$ cat config.mk
export PLATFORM = sky130hd
export DESIGN_NAME = exc_vector_unit
export DESIGN_NICKNAME = d
export VERILOG_FILES = /design/src/rtl/exc_pkg.sv /design/src/rtl/exc_ctrl.sv /design/src/rtl/exc_datapath.sv /design/src/rtl/exc_vector_unit.sv
export SDC_FILE = /design/constraint.sdc
export NUM_CORES = 1
export LEC_CHECK = 0
export ABC_CLOCK_PERIOD_IN_PS = 8000
export BUFFER_PORTS_ARGS = -buffer_cell sky130_fd_sc_hd__buf_2
export CORE_MARGIN = 3
export CORE_UTILIZATION = 45
export DETAILED_ROUTE_END_ITERATION = 6
export HOLD_SLACK_MARGIN = 0.15
export PLACE_DENSITY = 0.76
export SYNTH_ARGS = -nofsm -noshare
export SYNTH_HDL_FRONTEND = slang
export SYNTH_SLANG_ARGS = --single-unit
$ cat constraint.sdc
create_clock -name clk -period 8 [get_ports clk]
set_input_delay 2 -clock clk [delete_from_list [all_inputs] [get_ports clk]]
set_output_delay 2 -clock clk [all_outputs]
set_load 0.02 [all_outputs]
$ cat src/rtl/exc_pkg.sv
package exc_pkg;
  parameter int EXC_NUM = 16;
  parameter int CAUSE_W = 2;
  parameter int ADDR_W  = 32;
  localparam int IDX_W  = $clog2(EXC_NUM);

  localparam int IDX_RESET = 1;
  localparam int IDX_MCHK  = 2;
  localparam int IDX_DACC  = 3;
  localparam int IDX_IACC  = 4;
  localparam int IDX_EXT   = 5;
  localparam int IDX_ALIGN = 6;
  localparam int IDX_PROG  = 7;
  localparam int IDX_NOFP  = 8;
  localparam int IDX_DEC   = 9;

  localparam int B_LE  = 0;
  localparam int B_RI  = 1;
  localparam int B_DR  = 4;
  localparam int B_IR  = 5;
  localparam int B_IP  = 6;
  localparam int B_FE1 = 8;
  localparam int B_BE  = 9;
  localparam int B_SE  = 10;
  localparam int B_FE0 = 11;
  localparam int B_ME  = 12;
  localparam int B_FP  = 13;
  localparam int B_PR  = 14;
  localparam int B_EE  = 15;
  localparam int B_ILE = 16;
  localparam int B_POW = 18;

  localparam logic [CAUSE_W-1:0] PC_FLOAT = 2'd0;
  localparam logic [CAUSE_W-1:0] PC_ILL   = 2'd1;
  localparam logic [CAUSE_W-1:0] PC_PRIV  = 2'd2;
  localparam logic [CAUSE_W-1:0] PC_TRAP  = 2'd3;

  localparam logic [CAUSE_W-1:0] IC_MISS  = 2'd0;
  localparam logic [CAUSE_W-1:0] IC_NOEX  = 2'd1;
  localparam logic [CAUSE_W-1:0] IC_GUARD = 2'd2;
  localparam logic [CAUSE_W-1:0] IC_PROT  = 2'd3;

  typedef struct packed {
    logic               take;
    logic [IDX_W-1:0]   idx;
    logic [CAUSE_W-1:0] cause;
    logic               useCur;
    logic               clrMe;
    logic               highVec;
  } entryStrobe_t;
endpackage

$ cat src/rtl/exc_ctrl.sv
module exc_ctrl
  import exc_pkg::*;
(
  input  logic                       clk,
  input  logic                       rstN,
  input  logic [EXC_NUM-1:0]         setVec,
  input  logic [EXC_NUM*CAUSE_W-1:0] causeVec,
  input  logic [ADDR_W-1:0]          msrIn,
  output entryStrobe_t               strobe,
  output logic                       checkstop
);
  logic [EXC_NUM-1:0] pend;
  logic [EXC_NUM-1:0] pendClr;
  logic [EXC_NUM-1:0] eligible;
  logic [CAUSE_W-1:0] causeReg [EXC_NUM];
  logic               found;
  logic [IDX_W-1:0]   pick;
  logic               fpDrop;
  logic               stopNow;

  assign fpDrop = pend[IDX_PROG] && (causeReg[IDX_PROG] == PC_FLOAT) &&
                  !(msrIn[B_FE0] || msrIn[B_FE1]);

  generate
    for (genvar g = 0; g < EXC_NUM; g++) begin : g_slot
      if (g == IDX_EXT || g == IDX_DEC) begin : g_ee
        assign eligible[g] = pend[g] && msrIn[B_EE];
      end else if (g == IDX_PROG) begin : g_prog
        assign eligible[g] = pend[g] && !fpDrop;
      end else begin : g_plain
        assign eligible[g] = pend[g];
      end

      always_ff @(posedge clk) begin
        if (!rstN) causeReg[g] <= '0;
        else if (setVec[g]) causeReg[g] <= causeVec[g*CAUSE_W +: CAUSE_W];
      end
    end
  endgenerate

  always_comb begin
    found = 1'b0;
    pick  = '0;
    for (int i = 0; i < EXC_NUM; i++) begin
      if (eligible[i] && !found) begin
        found = 1'b1;
        pick  = IDX_W'(i);
      end
    end
  end

  always_comb begin
    strobe  = '0;
    stopNow = 1'b0;
    pendClr = '0;
    if (!checkstop) begin
      if (fpDrop) pendClr[IDX_PROG] = 1'b1;
      if (found) begin
        if (pick == IDX_W'(IDX_MCHK) && !msrIn[B_ME]) begin
          stopNow = 1'b1;
        end else begin
          strobe.take    = 1'b1;
          strobe.idx     = pick;
          strobe.cause   = causeReg[pick];
          strobe.useCur  = (pick == IDX_W'(IDX_DACC)) || (pick == IDX_W'(IDX_ALIGN)) ||
                           (pick == IDX_W'(IDX_PROG)) || (pick == IDX_W'(IDX_NOFP));
          strobe.clrMe   = (pick == IDX_W'(IDX_MCHK));
          strobe.highVec = (pick == IDX_W'(IDX_RESET)) && msrIn[B_IP];
          pendClr[pick]  = 1'b1;
        end
      end
    end
  end

  always_ff @(posedge clk) begin
    if (!rstN) begin
      pend      <= '0;
      checkstop <= 1'b0;
    end else begin
      pend <= (pend & ~pendClr) | setVec;
      if (stopNow) checkstop <= 1'b1;
    end
  end

  a_r10_stop_sticky: assert property (@(posedge clk) disable iff (!rstN)
    checkstop |=> checkstop);
  a_r10_no_take_stopped: assert property (@(posedge clk) disable iff (!rstN)
    checkstop |-> !strobe.take);
  a_r2_ee_masks: assert property (@(posedge clk) disable iff (!rstN)
    (strobe.take && !msrIn[B_EE]) |->
      (strobe.idx != IDX_W'(IDX_EXT) && strobe.idx != IDX_W'(IDX_DEC)));
  a_r3_fp_not_taken: assert property (@(posedge clk) disable iff (!rstN)
    (strobe.take && strobe.idx == IDX_W'(IDX_PROG) && strobe.cause == PC_FLOAT) |->
      (msrIn[B_FE0] || msrIn[B_FE1]));
  a_r11_pend_cleared: assert property (@(posedge clk) disable iff (!rstN)
    (strobe.take && !setVec[strobe.idx]) |=> !pend[$past(strobe.idx)]);
endmodule

$ cat src/rtl/exc_datapath.sv
module exc_datapath
  import exc_pkg::*;
#(
  parameter logic [ADDR_W-1:0] HIGH_BASE = 32'hFFF0_0000
) (
  input  logic              clk,
  input  logic              rstN,
  input  entryStrobe_t      strobe,
  input  logic [ADDR_W-1:0] curPc,
  input  logic [ADDR_W-1:0] nextPc,
  input  logic [ADDR_W-1:0] msrIn,
  output logic [ADDR_W-1:0] savedPc,
  output logic [ADDR_W-1:0] savedStatus,
  output logic [ADDR_W-1:0] newMsr,
  output logic [ADDR_W-1:0] handlerAddr,
  output logic              takenPulse
);
  localparam int HALF = ADDR_W / 2;

  logic [ADDR_W-1:0] statusNext;
  logic [ADDR_W-1:0] msrNext;
  logic [ADDR_W-1:0] vecNext;

  always_comb begin
    statusNext = msrIn;
    if (strobe.idx == IDX_W'(IDX_IACC)) begin
      case (strobe.cause)
        IC_MISS:           statusNext = msrIn | 32'h4000_0000;
        IC_NOEX, IC_GUARD: statusNext = msrIn | 32'h1000_0000;
        default:           statusNext = msrIn | 32'h0800_0000;
      endcase
    end else if (strobe.idx == IDX_W'(IDX_PROG)) begin
      statusNext = {{HALF{1'b0}}, msrIn[HALF-1:0]} | 32'h0001_0000;
      case (strobe.cause)
        PC_FLOAT: statusNext = statusNext | 32'h0010_0000;
        PC_ILL:   statusNext = statusNext | 32'h0008_0000;
        PC_PRIV:  statusNext = statusNext | 32'h0004_0000;
        default:  statusNext = statusNext | 32'h0002_0000;
      endcase
    end
  end

  always_comb begin
    msrNext        = msrIn;
    msrNext[B_POW] = 1'b0;
    msrNext[B_EE]  = 1'b0;
    msrNext[B_PR]  = 1'b0;
    msrNext[B_FP]  = 1'b0;
    msrNext[B_FE0] = 1'b0;
    msrNext[B_SE]  = 1'b0;
    msrNext[B_BE]  = 1'b0;
    msrNext[B_FE1] = 1'b0;
    msrNext[B_IR]  = 1'b0;
    msrNext[B_DR]  = 1'b0;
    msrNext[B_RI]  = 1'b0;
    msrNext[B_LE]  = msrIn[B_ILE];
    if (strobe.clrMe) msrNext[B_ME] = 1'b0;
  end

  assign vecNext = (ADDR_W'(strobe.idx) << 8) + (strobe.highVec ? HIGH_BASE : '0);

  always_ff @(posedge clk) begin
    if (!rstN) begin
      savedPc     <= '0;
      savedStatus <= '0;
      newMsr      <= '0;
      handlerAddr <= '0;
      takenPulse  <= 1'b0;
    end else begin
      takenPulse <= strobe.take;
      if (strobe.take) begin
        savedPc     <= strobe.useCur ? curPc : nextPc;
        savedStatus <= statusNext;
        newMsr      <= msrNext;
        handlerAddr <= vecNext;
      end
    end
  end

  a_r8_state_cleared: assert property (@(posedge clk) disable iff (!rstN)
    strobe.take |=> (!newMsr[B_EE] && !newMsr[B_PR] && !newMsr[B_IR] && !newMsr[B_DR]
                     && newMsr[B_LE] == $past(msrIn[B_ILE])));
  a_r5_saved_pc: assert property (@(posedge clk) disable iff (!rstN)
    (strobe.take && !strobe.useCur) |=> savedPc == $past(nextPc));
endmodule

$ cat src/rtl/exc_vector_unit.sv
module exc_vector_unit
  import exc_pkg::*;
#(
  parameter logic [ADDR_W-1:0] HIGH_BASE = 32'hFFF0_0000
) (
  input  logic                       clk,
  input  logic                       rstN,
  input  logic [EXC_NUM-1:0]         setVec,
  input  logic [EXC_NUM*CAUSE_W-1:0] causeVec,
  input  logic [ADDR_W-1:0]          curPc,
  input  logic [ADDR_W-1:0]          nextPc,
  input  logic [ADDR_W-1:0]          msrIn,
  output logic [ADDR_W-1:0]          savedPc,
  output logic [ADDR_W-1:0]          savedStatus,
  output logic [ADDR_W-1:0]          newMsr,
  output logic [ADDR_W-1:0]          handlerAddr,
  output logic                       takenPulse,
  output logic                       checkstop
);
  entryStrobe_t strobe;

  exc_ctrl ctrl_i (
    .clk(clk), .rstN(rstN), .setVec(setVec), .causeVec(causeVec),
    .msrIn(msrIn), .strobe(strobe), .checkstop(checkstop)
  );

  exc_datapath #(.HIGH_BASE(HIGH_BASE)) dp_i (
    .clk(clk), .rstN(rstN), .strobe(strobe), .curPc(curPc), .nextPc(nextPc),
    .msrIn(msrIn), .savedPc(savedPc), .savedStatus(savedStatus),
    .newMsr(newMsr), .handlerAddr(handlerAddr), .takenPulse(takenPulse)
  );
endmodule

==> metrics.md <==
| Metric | Value |
|---|---|
| Status | complete, no violations |
| Hold buffer count at cts | 0 |
| Cts repair resizes | 0 |
| Clk_lat worst skew | 410 ps |
| Fmax | 178 MHz |
| Vias per inst | 5.32 |
| H-tree levels | 4 |
| Residual DRC count | 0 |
| Post-DP HPWL | 13.1 mm |
| Cell Pwr Density | 249 nW/µm² |
| Mean post-synth cell area | 9.67 µm² |
| Max cap viols | 0 |
| Die area | 16300 µm² |
| Synth top area cells | dfxtp_1, edfxtp_1, nand2_1 |
| Final hold vios | 0 |
| Arrival @ worst endpoint | 5850 ps |
| Die Y | 128 µm |
| Num rows | 43 |
| Slowest CP cell | o211a_1 |
| Dpl cells | 1060 |
| Antenna violations before repair | 0 |
| DRT iter0 DRCs | 346 |
| WL/cell | 16.1 µm |
| First-pass detailed-route iteration total | 5 |
| Worst path required time | 8250 ps |
| Crit-path max FO | 32 |
| Async S/R FF share, synth | 0% |
| Post-route ant nets | 0 |
| Layout cells sized above 1 | 32.8% |
| Syn-to-layout area delta | 25.2% |
| DIE WIDTH | 128 µm |
| CP Launch Type | input pin |
| PnR Total Power | 2.07 mW |
| Post-CTS repair timing setup buffer count | 0 |
| First-pass GRT wire length | 27.4 mm |
| IO Count | 276 |
| Num CTS Buffers | 17 |
| Grt total ovfl | 0 |
| Initial core utilization | 47.0% |
| CP delay by family, top | compound AO/OA/AOI/OAI gates |
| Hold slack final | 447 ps |
| Cell variety after synth | 58 |
| CTS tree | done |
| Largest net degree at the start of global routing | 100 |
| Vias in the first global route | 5387 |
| Final Max Slew Viols | 0 |
| RD Place Congestion | 0.956 |
| TNS Setup | 0 ps |
| Overall Global Routing Usage | 21.3% |
| Final Instance Count excl. Fillers | 1092 |
| Worst-margin pin slew | 937 ps |
| Final critical-path required period | 5610 ps |
| Root Buffer | clkbuf_16 |
| Worst Setup End Kind | register |
| Seq/Total Area, Yosys | 45.5% |
| Peak supply drop | 139 µV |
| Clock-pin slew on the worst setup and hold paths | 50 ps |
| Crit path buffers/inverters | 3 |
| Crit Path Category | in -> reg |
| Synth warn | 0 |
| I/O Buffers | 248 |
| Core Area | 14100 µm² |
| CP most frequent cell | a31oi_1 |
| Syn Std Cell Area | 6650 µm² |
| Slew headroom | 37.3% |
| Final Skew | 6.27 ps |
| Class of the worst hold path | reg -> reg |
| Leak Pwr | 4.20 nW |
| Routed WL | 17.6 mm |
| Synth top area share | 31.0% |
| Most used DFF post-synth | dfxtp_1 |
| Mapped Cells | 688 |
| Clk buf depth | 2 |
| RSZ-0062 raised after global routing | no |
| CP peak stage delay | 690 ps |
| Layout net count | 1049 |
| Final period util | 70.1% |
| Via Count | 5808 |
| Final setup vio count | 0 |
| EDFF count, synth | 32 |
| Ant diodes | 0 |
| Synth area leader | dfxtp_1 |
| Seq cells post-synth | 135 |
| Cells along the critical path | buf_2 > o41a_1 > a311oi_1 > o211a_1 > nor4_4 > a21o_1 > buf_4 > or4_1 > ha_1 > inv_1 > a31oi_1 > o21ai_0 > a31oi_1 |
| CTS Sinks | 135 |
## worst min-delay path: cells and delay by family, from the launching register on
kind | cells | cell delay, ps
and+or+nand+nor | 1 | 50
AOI/OAI and AO/OA | 1 | 50
DFF | 1 | 300
## placed cells by master (no fill, tap or decap), drive strengths merged, types with 6 or more instances in the layout
cell type,Yosys,layout
inv,5,6
nor4,9,9
a21boi,43,43
a31oi,8,8
nor2,7,7
and3,33,33
o211a,38,38
o21ai,15,15
a2111oi,7,7
nor2b,9,9
nor3,6,6
dfxtp,103,103
edfxtp,32,32
mux2i,40,40
o21a,12,12
a21oi,21,21
nand3,17,17
nand2,127,127
nand2b,16,16
buf,60,254
conb,1,27
clkbuf,28,24
## sequential cells by signal, summed over array words and instances, names as in the netlist
signal            cells
ctrl_i.causeReg      32
ctrl_i.checkstop      1
dp_i.newMsr          16
dp_i.handlerAddr      5
ctrl_i.pend          16
dp_i.takenPulse       1
dp_i.savedPc         32
dp_i.savedStatus     32
## cell families after synthesis
group | count (synthesis) | share of synthesized area, %
compound gates | 167 | 20.3
buf+inv | 93 | 8.43
mux | 42 | 6.36
flops | 135 | 45.5
fa+ha+maj | 4 | 0.753
other cells | 1 | 0.0564
simple gates | 246 | 18.6
## path summary, 6_finish.rpt
kind	slack, ps	from	cells past startpoint	endpoint
worst max-delay path	2390	msrIn[8]	13	dp_i.savedStatus[27]$_SDFFE_PN0P_
worst min register to register	450	dp_i.savedStatus[31]$_SDFFE_PN0P_	2	dp_i.savedStatus[31]$_SDFFE_PN0P_
worst min-delay path	450	dp_i.savedStatus[31]$_SDFFE_PN0P_	2	dp_i.savedStatus[31]$_SDFFE_PN0P_
worst max register to register	3630	ctrl_i.causeReg[7][1]$_SDFFCE_PN0P_	12	dp_i.savedStatus[27]$_SDFFE_PN0P_
## metrics by stage
step           util [%]  instance area, µm²  setup slack (ps)
6_report           58.8                8330              2390
5_1_grt            58.8                8330              2170
4_1_cts            58.8                8330              2440
3_5_place_dp       54.6                7730              2040
3_3_place_gp       54.6                7730              2180
2_1_floorplan         -                6750              3250
## power breakdown
part | total [mW] | internal (mW) | switching [mW]
Clock | 0.770 | 0.498 | 0.272
Sequential | 0.820 | 0.775 | 0.0452
Combinational | 0.483 | 0.178 | 0.305
Total | 2.07 | 1.45 | 0.622
## cell usage after synthesis (12+ instances only)
| cell type | number |
|---|---|
| and3_1 | 33 |
| dfxtp_1 | 103 |
| edfxtp_1 | 32 |
| mux2i_1 | 40 |
| a21boi_1 | 40 |
| a21oi_1 | 20 |
| nand2_1 | 127 |
| o21ai_0 | 15 |
| nand3_1 | 15 |
| clkbuf_1 | 28 |
| nand2b_1 | 16 |
| o21a_1 | 12 |
| o211a_1 | 38 |
| buf_4 | 47 |
## cell type report
cell class | instances | area, µm²
fill | 1297 | 5820
tap | 180 | 225
timing repair buffer | 254 | 1290
inverter | 5 | 18.8
clock inverter | 8 | 93.8
multi-input combinational | 486 | 3180
clock buffer | 24 | 502
sequential | 135 | 3020
## metal layers
metal | wire length [µm] | track usage [%] | up-vias
met1 | 7610 | 29.0 | 2677
met4 | 366 | 7.82 | 0
met3 | 1500 | 5.10 | 27
li1 | - | - | 2835
met5 | 0 | 0 | -
met2 | 8110 | 32.9 | 269
Note: power is estimated with default switching activity, not from simulation.
